<file path="src/rtl/line_fill_pkg.sv">
package line_fill_pkg;
  typedef enum logic [1:0] {
    LS_INV = 2'b00,
    LS_SHR = 2'b01,
    LS_EXC = 2'b10
  } line_state_e;

  typedef enum logic [1:0] {
    ST_IDLE = 2'b00,
    ST_ADDR = 2'b01,
    ST_DATA = 2'b10
  } bus_state_e;
endpackage

</file>
<file path="src/rtl/line_fill_seq.sv">
module line_fill_seq
  import line_fill_pkg::*;
#(
  parameter int unsigned BEATS = 4,
  localparam int unsigned IDX_W = $clog2(BEATS)
) (
  input  logic             clk_i,
  input  logic             rst_ni,
  input  logic             req_i,
  input  logic             rdy_i,
  input  logic             burst_i,
  output bus_state_e       state_o,
  output logic [IDX_W-1:0] beat_o,
  output logic             accept_o,
  output logic             first_o,
  output logic             last_o
);
  localparam logic [IDX_W-1:0] BeatMax = IDX_W'(BEATS - 1);

  bus_state_e       st_q;
  logic [IDX_W-1:0] beat_q;

  assign accept_o = (st_q == ST_IDLE) && req_i;
  assign first_o  = (beat_q == '0);
  assign last_o   = (st_q == ST_DATA) && rdy_i &&
                    (first_o ? !burst_i : (beat_q == BeatMax));

  always_ff @(posedge clk_i or negedge rst_ni) begin
    if (!rst_ni) begin
      st_q   <= ST_IDLE;
      beat_q <= '0;
    end else begin
      case (st_q)
        ST_IDLE: begin
          beat_q <= '0;
          if (req_i) st_q <= ST_ADDR;
        end
        ST_ADDR: st_q <= ST_DATA;
        ST_DATA: begin
          if (rdy_i) begin
            if (last_o) begin
              st_q   <= ST_IDLE;
              beat_q <= '0;
            end else begin
              beat_q <= beat_q + 1'b1;
            end
          end
        end
        default: st_q <= ST_IDLE;
      endcase
    end
  end

  assign state_o = st_q;
  assign beat_o  = beat_q;
endmodule

</file>
<file path="src/rtl/line_fill_addr.sv">
module line_fill_addr #(
  parameter int unsigned ADDR_W = 32,
  parameter int unsigned BEATS  = 4,
  localparam int unsigned IDX_W = $clog2(BEATS),
  localparam int unsigned LO    = 3,
  localparam int unsigned HI_W  = ADDR_W - LO - IDX_W
) (
  input  logic              clk_i,
  input  logic              rst_ni,
  input  logic              accept_i,
  input  logic [ADDR_W-1:0] req_addr_i,
  input  logic              req_cacheable_i,
  input  logic              req_wt_i,
  input  logic [IDX_W-1:0]  beat_i,
  output logic [ADDR_W-1:0] base_addr_o,
  output logic [ADDR_W-1:0] qw_addr_o,
  output logic              cacheable_o,
  output logic              wt_o
);
  logic [HI_W-1:0]  hi_q;
  logic [IDX_W-1:0] idx_q;
  logic             cach_q, wt_q;

  always_ff @(posedge clk_i or negedge rst_ni) begin
    if (!rst_ni) begin
      hi_q   <= '0;
      idx_q  <= '0;
      cach_q <= 1'b0;
      wt_q   <= 1'b0;
    end else if (accept_i) begin
      hi_q   <= req_addr_i[ADDR_W-1:LO+IDX_W];
      idx_q  <= req_addr_i[LO+IDX_W-1:LO];
      cach_q <= req_cacheable_i;
      wt_q   <= req_wt_i;
    end
  end

  // Interleaved order: beat index XOR starting index
  assign base_addr_o = {hi_q, idx_q, {LO{1'b0}}};
  assign qw_addr_o   = {hi_q, idx_q ^ beat_i, {LO{1'b0}}};
  assign cacheable_o = cach_q;
  assign wt_o        = wt_q;
endmodule

</file>
<file path="src/rtl/line_fill_decide.sv">
module line_fill_decide
  import line_fill_pkg::*;
(
  input  logic        clk_i,
  input  logic        rst_ni,
  input  bus_state_e  state_i,
  input  logic        first_i,
  input  logic        rdy_i,
  input  logic        next_addr_i,
  input  logic        cache_en_i,
  input  logic        wb_sel_i,
  input  logic        cacheable_i,
  input  logic        wt_i,
  output logic        burst_o,
  output line_state_e line_state_o
);
  logic        early_q, ken_q, wb_q;
  logic        ken_eff, wb_eff;
  line_state_e ls_now, ls_q;
  logic        in_first;

  assign in_first = (state_i == ST_DATA) && first_i;
  assign ken_eff  = early_q ? ken_q : cache_en_i;
  assign wb_eff   = early_q ? wb_q  : wb_sel_i;
  assign burst_o  = cacheable_i && ken_eff;

  always_comb begin
    if (!burst_o)               ls_now = LS_INV;
    else if (!wt_i && wb_eff)   ls_now = LS_EXC;
    else                        ls_now = LS_SHR;
  end

  always_ff @(posedge clk_i or negedge rst_ni) begin
    if (!rst_ni) begin
      early_q <= 1'b0;
      ken_q   <= 1'b0;
      wb_q    <= 1'b0;
      ls_q    <= LS_INV;
    end else begin
      if (state_i != ST_DATA) begin
        early_q <= 1'b0;
      end else if (in_first && !rdy_i && next_addr_i && !early_q) begin
        early_q <= 1'b1;
        ken_q   <= cache_en_i;
        wb_q    <= wb_sel_i;
      end
      if (in_first && rdy_i) ls_q <= ls_now;
    end
  end

  assign line_state_o = in_first ? ls_now : ls_q;
endmodule

</file>
<file path="src/rtl/line_fill_ctrl.sv">
module line_fill_ctrl
  import line_fill_pkg::*;
#(
  parameter int unsigned ADDR_W = 32,
  parameter int unsigned DATA_W = 64,
  parameter int unsigned BEATS  = 4,
  localparam int unsigned IDX_W = $clog2(BEATS)
) (
  input  logic              clk_i,
  input  logic              rst_ni,
  input  logic              req_i,
  input  logic [ADDR_W-1:0] req_addr_i,
  input  logic              req_cacheable_i,
  input  logic              req_wt_i,
  output logic              busy_o,
  output logic              addr_strobe_o,
  output logic [ADDR_W-1:0] bus_addr_o,
  output logic              bus_cacheable_o,
  output logic              bus_wt_o,
  input  logic              rdy_i,
  input  logic              next_addr_i,
  input  logic              cache_en_i,
  input  logic              wb_sel_i,
  input  logic [DATA_W-1:0] bus_data_i,
  output logic              qw_valid_o,
  output logic [ADDR_W-1:0] qw_addr_o,
  output logic [DATA_W-1:0] qw_data_o,
  output logic              done_o,
  output logic [1:0]        line_state_o
);
  bus_state_e       state;
  logic [IDX_W-1:0] beat;
  logic             accept, first, last, burst;
  logic             cach, wt;
  line_state_e      ls;

  line_fill_seq #(.BEATS(BEATS)) u_seq (
    .clk_i, .rst_ni, .req_i, .rdy_i,
    .burst_i  (burst),
    .state_o  (state),
    .beat_o   (beat),
    .accept_o (accept),
    .first_o  (first),
    .last_o   (last)
  );

  line_fill_addr #(.ADDR_W(ADDR_W), .BEATS(BEATS)) u_addr (
    .clk_i, .rst_ni,
    .accept_i        (accept),
    .req_addr_i,
    .req_cacheable_i,
    .req_wt_i,
    .beat_i          (beat),
    .base_addr_o     (bus_addr_o),
    .qw_addr_o,
    .cacheable_o     (cach),
    .wt_o            (wt)
  );

  line_fill_decide u_dec (
    .clk_i, .rst_ni,
    .state_i      (state),
    .first_i      (first),
    .rdy_i,
    .next_addr_i,
    .cache_en_i,
    .wb_sel_i,
    .cacheable_i  (cach),
    .wt_i         (wt),
    .burst_o      (burst),
    .line_state_o (ls)
  );

  assign busy_o          = (state != ST_IDLE);
  assign addr_strobe_o   = (state == ST_ADDR);
  assign bus_cacheable_o = addr_strobe_o && cach;
  assign bus_wt_o        = addr_strobe_o && wt;
  assign qw_valid_o      = (state == ST_DATA) && rdy_i;
  assign qw_data_o       = bus_data_i;
  assign done_o          = last;
  assign line_state_o    = ls;
endmodule

</file>
<file path="config.mk">
export PLATFORM = sky130hd
export DESIGN_NAME = line_fill_ctrl
export DESIGN_NICKNAME = d
export VERILOG_FILES = /design/src/rtl/line_fill_pkg.sv /design/src/rtl/line_fill_seq.sv /design/src/rtl/line_fill_addr.sv /design/src/rtl/line_fill_decide.sv /design/src/rtl/line_fill_ctrl.sv
export SDC_FILE = /design/constraint.sdc
export NUM_CORES = 1
export LEC_CHECK = 0
export BUFFER_PORTS_ARGS = -buffer_cell sky130_fd_sc_hd__buf_2
export CAP_MARGIN = 20
export CORE_MARGIN = 10
export CORE_UTILIZATION = 33
export DETAILED_ROUTE_END_ITERATION = 6
export HOLD_SLACK_MARGIN = 0.05
export PLACE_DENSITY = 0.76
export SYNTH_ARGS = -nofsm -noshare
export SYNTH_HDL_FRONTEND = slang
export SYNTH_HIERARCHICAL = 1
export SYNTH_SLANG_ARGS = --single-unit
</file>
<file path="constraint.sdc">
create_clock -name clk_i -period 1.8 [get_ports clk_i]
set_clock_uncertainty 0.15 [all_clocks]
set_input_delay 0.09 -clock clk_i [delete_from_list [all_inputs] [get_ports clk_i]]
set_output_delay 0.09 -clock clk_i [all_outputs]
set_load 0.005 [all_outputs]
</file>
==> impl_results.md, run 1 <==
* Status: stopped before the end
* Stop stage: clock tree synthesis (4_1_cts)
* Stop Error: [ERROR RSZ-0060] Max buffer count reached.
* Xor/xnor share of the synthesized area at ~1.1%
* Largest area contributor in the netlist: dfrtp_1
* Yosys warning total at 6
* Post_cts resized at 2
* Synthesized area at 2481 um2
* Height of the die at 106.7 um
* Area share of the largest cell type after synthesis at 40.34%
* Synth area leaders: dfrtp_1, buf_4, mux2_2, buf_6, and3b_2
* RePlAce Congestion at 0.7437
* Synth unique cells at 31
* Post-Synth Adder-Cell Area at 1.009%
* H-Tree Depth at 2
* Root Driver: clkbuf_8
* Ys async rst share at 100.0%
* Die span in x at about 110 um
* Post-synth EDFFs at 0
* Ports at 241
* Mapped Avg Cell Area at ~11 um2
* Num CTS Buffers at 5
* Sequential share of the synthesized area at 40.34%
* Maximum root-to-sink buffer count at 2
* Flops & latches, synth at 40
* I/O Buffers at 103
* Hold_buf cts at 101
* Fraction of synthesized area in multiplexers at 16.89%
* Hpwl dp at 4.812 mm
* Simple-gate portion of the synthesized area at under 10%
* Largest family of logic cells by synthesized area: buffers and inverters
* Setup Buffers After CTS at 2
* Std-Cell Rows at 31
* Main synth FF type: dfrtp_1
* Initial Util at between 30% and 40%
* Syn Inst Count at 220
* Clock Sinks at 40
* Complex-gate fraction of the synthesized area at 2.370%
==> per-stage QoR <==
step | utilization, % | worst slack (ns) | std cells | cell area, um2 | hold WS (ns)
3_3_place_gp | 33.55 | 0.2030 | 333 | 2446 | 0.02903
3_5_place_dp | 33.55 | 0.1839 | 333 | 2446 | 0.03003
2_1_floorplan | - | 0.1179 | 225 | 2505 | -0.3556
==> logic make-up after synthesis <==
logic type,after synthesis
flops,40
fa+ha+maj,2
mux,37
simple gates,24
buf+inv,104
other cells,1
compound gates,9
xor+xnor,3
==> Yosys cell counts (all sizes together), types with 2 or more instances <==
master	n
buf	101
dfrtp	40
mux2	36
nand2	5
nor3b	4
and3b	3
inv	3
nor2b	3
o21ai	3
a21oi	2
ha	2
o211ai	2
xor2	2
==> inputs of run 2 (changes only) <==
CORE_UTILIZATION = 37   (was 33)
HOLD_SLACK_MARGIN = default   (was 0.05)
PLACE_DENSITY = default   (was 0.76)
PLACE_DENSITY_LB_ADDON = 0.15   (was default)
clock period = 2.3 ns   (was 1.8 ns; I/O delays follow)
==> impl_results.md, run 2 <==
* R2R Setup Slk at 0.71 ns
* Max FO, Critical Path at 3
* CP Buf/Inv Count at 3
* # setup viols final at 0
* Status: finished clean
* Ys async rst share at 100.0%
* Most frequent cell after synthesis: buf_4
* Largest area contributor in the netlist: dfrtp_1
* WHS Endpoint: u_dec/early_q
* Fin crit period at about 2 ns
* Hold path startpoint: next_addr_i
* Crit path cell chain: dlygate4sd3_1 > buf_2 > mux2_4 > and2_2 > a21oi_1 > nor2b_1 > buf_2
* Multi-input combinational cell area at 723.2 um2
* Startpoint Class: input port
* Mapped Avg Cell Area at 11.28 um2
* Grt ovf at 0
* Root Driver: clkbuf_8
* Yosys warning total at 6
* R2r endpoint: u_seq/state_o[1]
* RePlAce Congestion at 0.6915
* Leak at 1.418 nW
* Initial Util at 38.63%
* Skew-Pair Late Insertion Delay at 0.28 ns
* Reg2Reg Depth at 4
* Post_cts resized at 0
* Layout area overhead at 15.28%
* Flops & latches, synth at 40
* Drt pass-1 iters at 4
* RSZ-0062 raised after global routing: no
* Setup Buffers After CTS at 0
* Slowest CP cell: dlygate4sd3_1
* I/O Buffers at 103
* Hpwl dp at 4.340 mm
* Pwr/cell area at 1143 nW/um2
* Layout cells sized above 1 at a little under 60%
* Die span in x at 101.9 um
* Largest net degree at the start of global routing at 22
* Leading cell type in the layout, fill and taps excluded: buf_2
* H-Tree Depth at 2
* Critical path required time at 2.04 ns
* Syn Inst Count at 220
* CP Capture Type: output port
* Antenna diodes at 0
* Synthesized area at 2481 um2
* Worst hold path class: in2reg
* Post-synth EDFFs at 0
* Register area at 1001 um2
* Setup TNS at 0 ns
* Iter 0 DRT Violations at 36
* DR vias at 1597
* Final wirelength at 5.769 mm
* WHS Path Cells at 3
* Max-Cap Viols at 0
* Post-synth top cells: buf_4, dfrtp_1, mux2_2, nand2_1, nor3b_1
* CTS clk-pin slew, worst paths at 0.07 ns
* Max Clk Rate at between 400 and 500 MHz
* First-pass GRT wire length at 9.163 mm
* Max reg flops at 27
* Std-Cell Rows at 29
* WS Path Type: in2out
* Filler cells at 618
* Ports at 241
* Sequential share of the synthesized area at 40.34%
* Height of the die at ~100 um
* Maximum root-to-sink buffer count at 2
* Top reg by flops: u_addr/hi_q
* Main synth FF type: dfrtp_1
* Reg2reg start: u_dec/early_q
* Final period util at 88.87%
* Hold_buf cts at 36
* CTS tree: yes
* CP peak stage delay at 0.53 ns
* Cell mode on critical path: buf_2
* Final hold violations at 0
* Num CTS Buffers at 5
* Synth unique cells at 31
* Gr usage total at 10.96%
* Crit path DAT at 1.78 ns
* Area share of the largest cell type after synthesis at 40.34%
* Synth area leaders: dfrtp_1, buf_4, mux2_2, buf_6, and3b_2
* CORE AREA at 6422 um2
* Vias/cell at 4.511
* Average wire per standard cell at 16.30 um
* Drt drc at 0
* Vias in the first global route at 1839
* DRT antenna net count at 0
* Post-layout util at 44.54%
* Clock Sinks at 40
* Die area at around 10000 um2
* Slew Viols, Final at 0
* Nets@finish at 383
* Initial antenna violation count at 0
* Most frequent cells in the layout: buf_2, dfrtp_1, dlygate4sd3_1
* Crit-path leading delay family: buffers and inverters
* Maximum vdd drop at 0.0004827 V
run 2: cell counts after synthesis:
No cell type changed its count.
run 2: worst max path at each step:
stage,from,slack [ns],cells past startpoint,to
floorplan,u_seq/state_o[1],0.41,4,u_addr/cacheable_o
global placement,u_dec/early_q,0.55,5,done_o
finish,cache_en_i,0.26,7,done_o
global route,u_dec/early_q,0.18,5,done_o
CTS,u_dec/early_q,0.22,5,done_o
detailed placement,u_dec/early_q,0.55,5,done_o
run 2: per-stage QoR:
step	area (um2)	setup slack (ns)	std cells	power, W	hold WS [ns]
finish	2860	0.2560	354	0.003269	0.04337
global route	2860	0.1809	354	0.003561	0.06059
CTS	2860	0.2221	354	0.003351	0.02900
detailed placement	2392	0.5487	310	0.002719	-0.1811
global placement	2392	0.5495	310	0.002708	-0.1813
floorplan	2500	0.4149	225	0.002374	-0.3306
run 2: layer usage:
metal  up-vias  track usage [%]  share of wire, %
met1       743            12.00                38
met4         0            7.267               3.7
li1        731                -                 -
met2        93            16.60                46
met5         -                0                 0
met3        30            5.398                12
run 2: worst register-to-register path: cells and delay by family, from the launching register on:
kind	cells	cell delay, ns
AO/OA/AOI/OAI	2	0.36
flip-flops	1	0.44
AND/OR/NAND/NOR	1	0.19
multiplexers	1	0.33
run 2: where the power goes:
| group | total, W | leakage [nW] | internal [W] | switching [W] |
|---|---|---|---|---|
| clock | 0.000560 | 0.0552 | 0.000322 | 0.000238 |
| sequential | 0.00127 | 0.481 | 0.00104 | 0.000232 |
| combinational | 0.00144 | 0.882 | 0.000842 | 0.000600 |
| total | 0.00327 | 1.42 | 0.00220 | 0.00107 |
run 2: cells by family (layout without fill, tap and decap cells):
kind of cell	Yosys count	after routing	synth area share [%]
muxes	37	37	16.89
xor gates and xnor gates	3	3	1.059
buffers and inverters	104	156	31.47
DFF	40	40	40.34
adders and majority gates	2	2	1.008
other	1	6	0.1511
and+or+nand+nor	24	24	6.707
AOI/OAI and AO/OA	9	9	2.370
run 2: area by class of cell:
cell class	count	share of cell area [%]
flip-flops and latches	40	35.00
repair buffers	145	32.20
well taps	77	3.368
multi-input cells	81	25.28
inverters	3	0.3937
clock inverters	2	1.225
clock buffers	6	2.537
Note: power is estimated with default switching activity, not from simulation.
==> inputs of run 3 (changes only) <==
ABC_AREA = 1   (was default)
==> impl_results.md, run 3 <==
* DR vias at 1937
* Setup TNS at 0 ns
* Startpoint Class: flop
* Leak at between 1.5 and 2 nW
* Final wirelength at 6.310 mm
* RSZ-0062 raised after global routing: no
* Most Crowded Layer GR: met2
* CP Capture Type: output port
* DRT antenna net count at 0
* Maximum root-to-sink buffer count at 2
* Rel. slew slack at around 64%
* Post_cts resized at 0
* Met3 Use GR at 4.893%
* Synthesized area at 2551 um2
* Num CTS Buffers at 5
* First-pass GRT wire length at just under 10 mm
* # setup viols final at 0
* Layout cells sized above 1 at about 34%
* Average wire per standard cell at about 14 um
* Setup Buffers After CTS at 0
* Synth unique cells at 19
* Height of the die at 103.0 um
* Setup ws final at 0.5306 ns
* Syn Inst Count at 325
* Most frequent cells in the layout: nand2_1, buf_2, dfrtp_1
* I/O Buffers at 103
* Vias/cell at 4.248
* H-Tree Depth at 2
* Post-layout util at 43.15%
* Initial Util at 37.76%
* Reg2Reg Depth at 4
* Root Driver: clkbuf_8
* Drt pass-1 iters at 3
* Final hold violations at 0
* Die span in x at 103.0 um
* Total Power at 0.003317 W
* Cell area after layout at 2915 um2
* CTS clk-pin slew, worst paths at 0.08 ns
* Ports at 241
* Most frequent cell after synthesis: nand2_1
* Vias in the first global route at 1973
* Slew Viols, Final at 0
* Met2 Usage GRT at 18.82%
* Iter 0 DRT Violations at 54
* Largest area contributor in the netlist: dfrtp_1
* Leading cell type in the layout, fill and taps excluded: nand2_1
* Post-synth EDFFs at 0
* Initial antenna violation count at 0
* Status: finished clean
* Layout area overhead at 14.27%
* Critical path required time at 2.04 ns
* Grt ovf at 0
* Main synth FF type: dfrtp_1
* CORE AREA at 6756 um2
* Hpwl dp at 4.627 mm
* R2R Setup Slk at 0.76 ns
* Max Clk Rate at between 500 and 600 MHz
* Max reg flops at 27
* Placed cell area at 2447 um2
* RePlAce Congestion at approximately 0.72
* Fin crit period at about 1.8 ns
* Pwr/cell area at 1138 nW/um2
* Nets@finish at between 400 and 500
* CTS tree: yes
* Skew-Pair Late Insertion Delay at 0.29 ns
* Mapped Avg Cell Area at around 8 um2
* Final period util at 76.93%
* Sequential share of the synthesized area at 39.23%
* Post-synth top cells: nand2_1, buf_4, dfrtp_1, inv_1
* Max FO, Critical Path at 6
* Std-Cell Rows at 30
* Antenna diodes at 0
* Clock Sinks at 40
* Top reg by flops: u_addr/hi_q
* Ys async rst share at 100.0%
* Crit path DAT at 1.50 ns
* WS Path Type: reg2out
* WHS Path Cells at 5
* Met1 usage at between 10% and 20%
* DP Worst Slack at between 0.7 and 0.8 ns
* Yosys warning total at 6
* Maximum vdd drop at ~0.00047 V
* Flops & latches, synth at 40
* Worst-margin pin slew at 0.5317 ns
* Max-Cap Viols at 0
* Largest net degree at the start of global routing at 41
* Worst hold path class: in2reg
* Drt drc at 0
* Synth area leaders: dfrtp_1, buf_4, nand2_1, inv_1, nor2_4
* Die area at 10620 um2
* Gr usage total at 11.75%
* Area share of the largest cell type after synthesis at 39.23%
## run 3: cell types whose count changed after synthesis, sizes merged, moves of 3 or more
cell and change:
inv +18, nand2 +123, and3b -3, mux2 -36
nor2 +14, nand3 +8, nor2b -3
## run 3: metal layers
layer | share of wire [%] | wire length (um)
met1 | 39 | 2478
met2 | 47 | 2943
met3 | 9.6 | 607
met4 | 4.5 | 281
met5 | 0 | 0
## run 3: worst max-delay path: stages, from the launching register on
cell,delay (ns)
dfrtp_1,0.44
inv_1,0.08
ha_1,0.23
nand3_4,0.13
inv_1,0.10
nand3_1,0.08
nand2_1,0.06
buf_2,0.10
## run 3: timing repair
item	in CTS	in global routing
setup endpoints to repair	0	0
hold endpoints to repair	75	0
hold buffers	36	0
## run 3: path summary, 6_finish.rpt
check,from,to
min,next_addr_i,u_dec/wb_q
max,u_seq/beat_o[0],line_state_o[0]
max reg2reg,u_seq/state_o[0],u_addr/hi_q[23]
min in group asynchronous,rst_ni,u_dec/wb_q
max in group asynchronous,rst_ni,u_addr/hi_q[12]
min reg2reg,u_dec/wb_q,u_dec/wb_q
## run 3: per-stage QoR
| step | hold slack (ns) | instances |
|---|---|---|
| CTS | 0.05157 | 456 |
| global placement | 0.07459 | 412 |
| finish | 0.05804 | 456 |
| global route | 0.07271 | 456 |
| floorplan | -0.3306 | 330 |
| detailed placement | 0.08003 | 412 |
## run 3: area by class of cell
type	instances	area [um2]
Fill cell	694	3841
Sequential cell	40	1001
Timing Repair Buffer	141	890.9
Multi-Input combinational cell	166	737.0
Tap cell	80	100.1
Inverter	21	78.83
Clock buffer	6	72.57
Clock inverter	2	35.03
## run 3: logic make-up (layout without fill, tap and decap cells)
family                   Yosys count  after routing  synth area share, %
AO/OA/AOI/OAI                      3              3               0.9807
adder cells (fa/ha/maj)            2              2               0.9807
buffers and inverters            124            170                32.81
flip-flops                        40             40                39.23
other                              1              6               0.1470
AND/OR/NAND/NOR                  155            155                25.85
## run 3: where the power goes
group | switching, W | leakage (nW) | total (W) | internal (W)
clock | 0.000254 | 0.0552 | 0.000576 | 0.000322
combinational | 0.000767 | 1.14 | 0.00143 | 0.000665
sequential | 0.000286 | 0.501 | 0.00131 | 0.00102
total | 0.00131 | 1.70 | 0.00332 | 0.00201
==> inputs of run 4 (changes only) <==
clock period = 1.8 ns   (was 2.3 ns; I/O delays follow)
==> impl_results.md, run 4 (synthesis results as in run 3) <==
* Clock Sinks at 40
* Leak at 1.723 nW
* Worst hold path class: in2out
* Register area at 1003 um2
* Root Driver: clkbuf_8
* DR vias at about 2000
* Iter 0 DRT Violations at 51
* Multi-input combinational cell area at 749.5 um2
* Die area at 10620 um2
* Max-Cap Viols at 0
* Initial antenna violation count at 0
* Most frequent cells in the layout: nand2_1, buf_2, dfrtp_1
* Drt drc at 0
* Crit path cell chain: inv_1 > ha_4 > nand3_4 > inv_1 > nand3_1 > nand2_1 > buf_2
* First-pass GRT wire length at 10.18 mm
* Top reg by flops: u_addr/hi_q
* CORE AREA at just under 7000 um2
* Average wire per standard cell at 14.07 um
* Final hold violations at 0
* R2R Setup Slk at 0.26 ns
* CTS clk-pin slew, worst paths at 0.08 ns
* Height of the die at about 100 um
* WS Path Type: reg2out
* Slowest CP cell: dfrtp_2
* Combinational share of power at 47.1%
* Setup ws final at 0.1138 ns
* Maximum vdd drop at 0.0005059 V
* Skew-Pair Late Insertion Delay at around 0.28 ns
* Finished Layout Cells at 461
* CTS tree: yes
* Pwr/cell area at between 1000 and 1500 nW/um2
* Layout cells sized above 1 at 36.22%
* CP Buf/Inv Count at 3
* Placed Cells at 415
* Status: finished clean
* Crit-path leading delay family: flip-flops
* Slew Viols, Final at 0
* Initial Util at between 30% and 40%
* Ports at 241
* CP peak stage delay at 0.44 ns
* DRT antenna net count at 0
* Maximum root-to-sink buffer count at 2
* Worst-margin pin slew at 0.5560 ns
* Final period util at 93.68%
* Std-Cell Rows at 30
* Clock network fraction of total power at between 10% and 20%
* H-Tree Depth at 2
* DP Worst Slack at 0.2319 ns
* Die span in x at 103.0 um
* Max reg flops at 27
* Crit path DAT at ~1.5 ns
* Final wirelength at 6.487 mm
* Cell mode on critical path: inv_1
* Switching Power at 0.001704 W
* Leading cell type in the layout, fill and taps excluded: nand2_1
* Filler cells at 711
* Drt pass-1 iters at 4
* Rel. slew slack at 62.88%
* I/O Buffers at approximately 100
* Grt ovf at 0
* Setup TNS at 0 ns
* Fin crit period at 1.686 ns
* Max Clk Rate at between 500 and 600 MHz
* Max FO, Critical Path at 5
* Gr usage total at 12.17%
* Int Power at 0.002570 W
* CP Capture Type: output port
* Nets@finish at 487
* Sequential share of power at 38.3%
* Largest net degree at the start of global routing at 32
* RePlAce Congestion at ~0.73
* Antenna diodes at 0
* Startpoint Class: flop
* # setup viols final at 0
* Vias in the first global route at 2046
* Hpwl dp at between 4 and 5 mm
* Sw Share at 39.87%
* Layout area overhead at 16.77%
* Vias/cell at 4.312
* Critical path required time at 1.56 ns
* Num CTS Buffers at 5
==> run 4: changes by cell type in the layout (fill, tap and decap cells not counted), sizes merged <==
cell	previous run	this run
clkinvlp	0	1
clkbuf	6	7
clkinv	1	0
buf	105	110
bufinv	1	0
==> run 4: final timing paths <==
check,endpoint,cells after the start,startpoint
min in group asynchronous,u_dec/wb_q,2,rst_ni
max in group asynchronous,u_seq/beat_o[1],3,rst_ni
hold / removal,qw_data_o[0],0,bus_data_i[0]
setup reg to reg,u_addr/hi_q[16],5,u_seq/state_o[0]
hold reg to reg,u_dec/ls_q[0],2,u_dec/ls_q[0]
setup / recovery,line_state_o[1],7,u_seq/beat_o[1]
==> run 4: cell type report <==
type | count | area share (%)
Clock buffer | 7 | 2.898
Clock inverter | 1 | 0.2520
Inverter | 21 | 2.646
Multi-Input combinational cell | 166 | 25.16
Sequential cell | 40 | 33.68
Tap cell | 80 | 3.360
Timing Repair Buffer | 146 | 32.00
==> run 4: layer usage <==
metal	track usage (%)	vias up	share of wire (%)
met5	0	-	0
met4	5.775	0	3.8
met3	5.161	26	8.8
met2	19.65	96	48
met1	13.55	890	40
li1	-	976	-
==> run 4: power groups by stage <==
stage | Combinational (W) | Sequential [W] | Clock (W)
floorplan | 0.00137 | 0.00167 | 0
finish | 0.00201 | 0.00164 | 0.000625
global route | 0.00231 | 0.00172 | 0.000709
global placement | 0.00193 | 0.00165 | 0
CTS | 0.00201 | 0.00165 | 0.000663
detailed placement | 0.00195 | 0.00166 | 0
==> run 4: metrics by stage <==
step                util [%]  power (W)  hold WS [ns]  cell area [um2]
floorplan                  -   0.003045       -0.3556             2570
global placement       36.93   0.003579      -0.03328             2495
detailed placement     36.93   0.003606      -0.04114             2495
CTS                    43.65   0.004320       0.02641             2949
global route           44.09   0.004737       0.03001             2979
finish                 44.09   0.004274       0.03000             2979
==> run 4: repair_timing <==
action | 4_1_cts | 5_1_grt
resized for setup | 0 | 5
buffers inserted | 0 | 2
endpoints found under the setup margin | 0 | 3
hold endpoints to repair | 56 | 0
hold buffers | 36 | 0
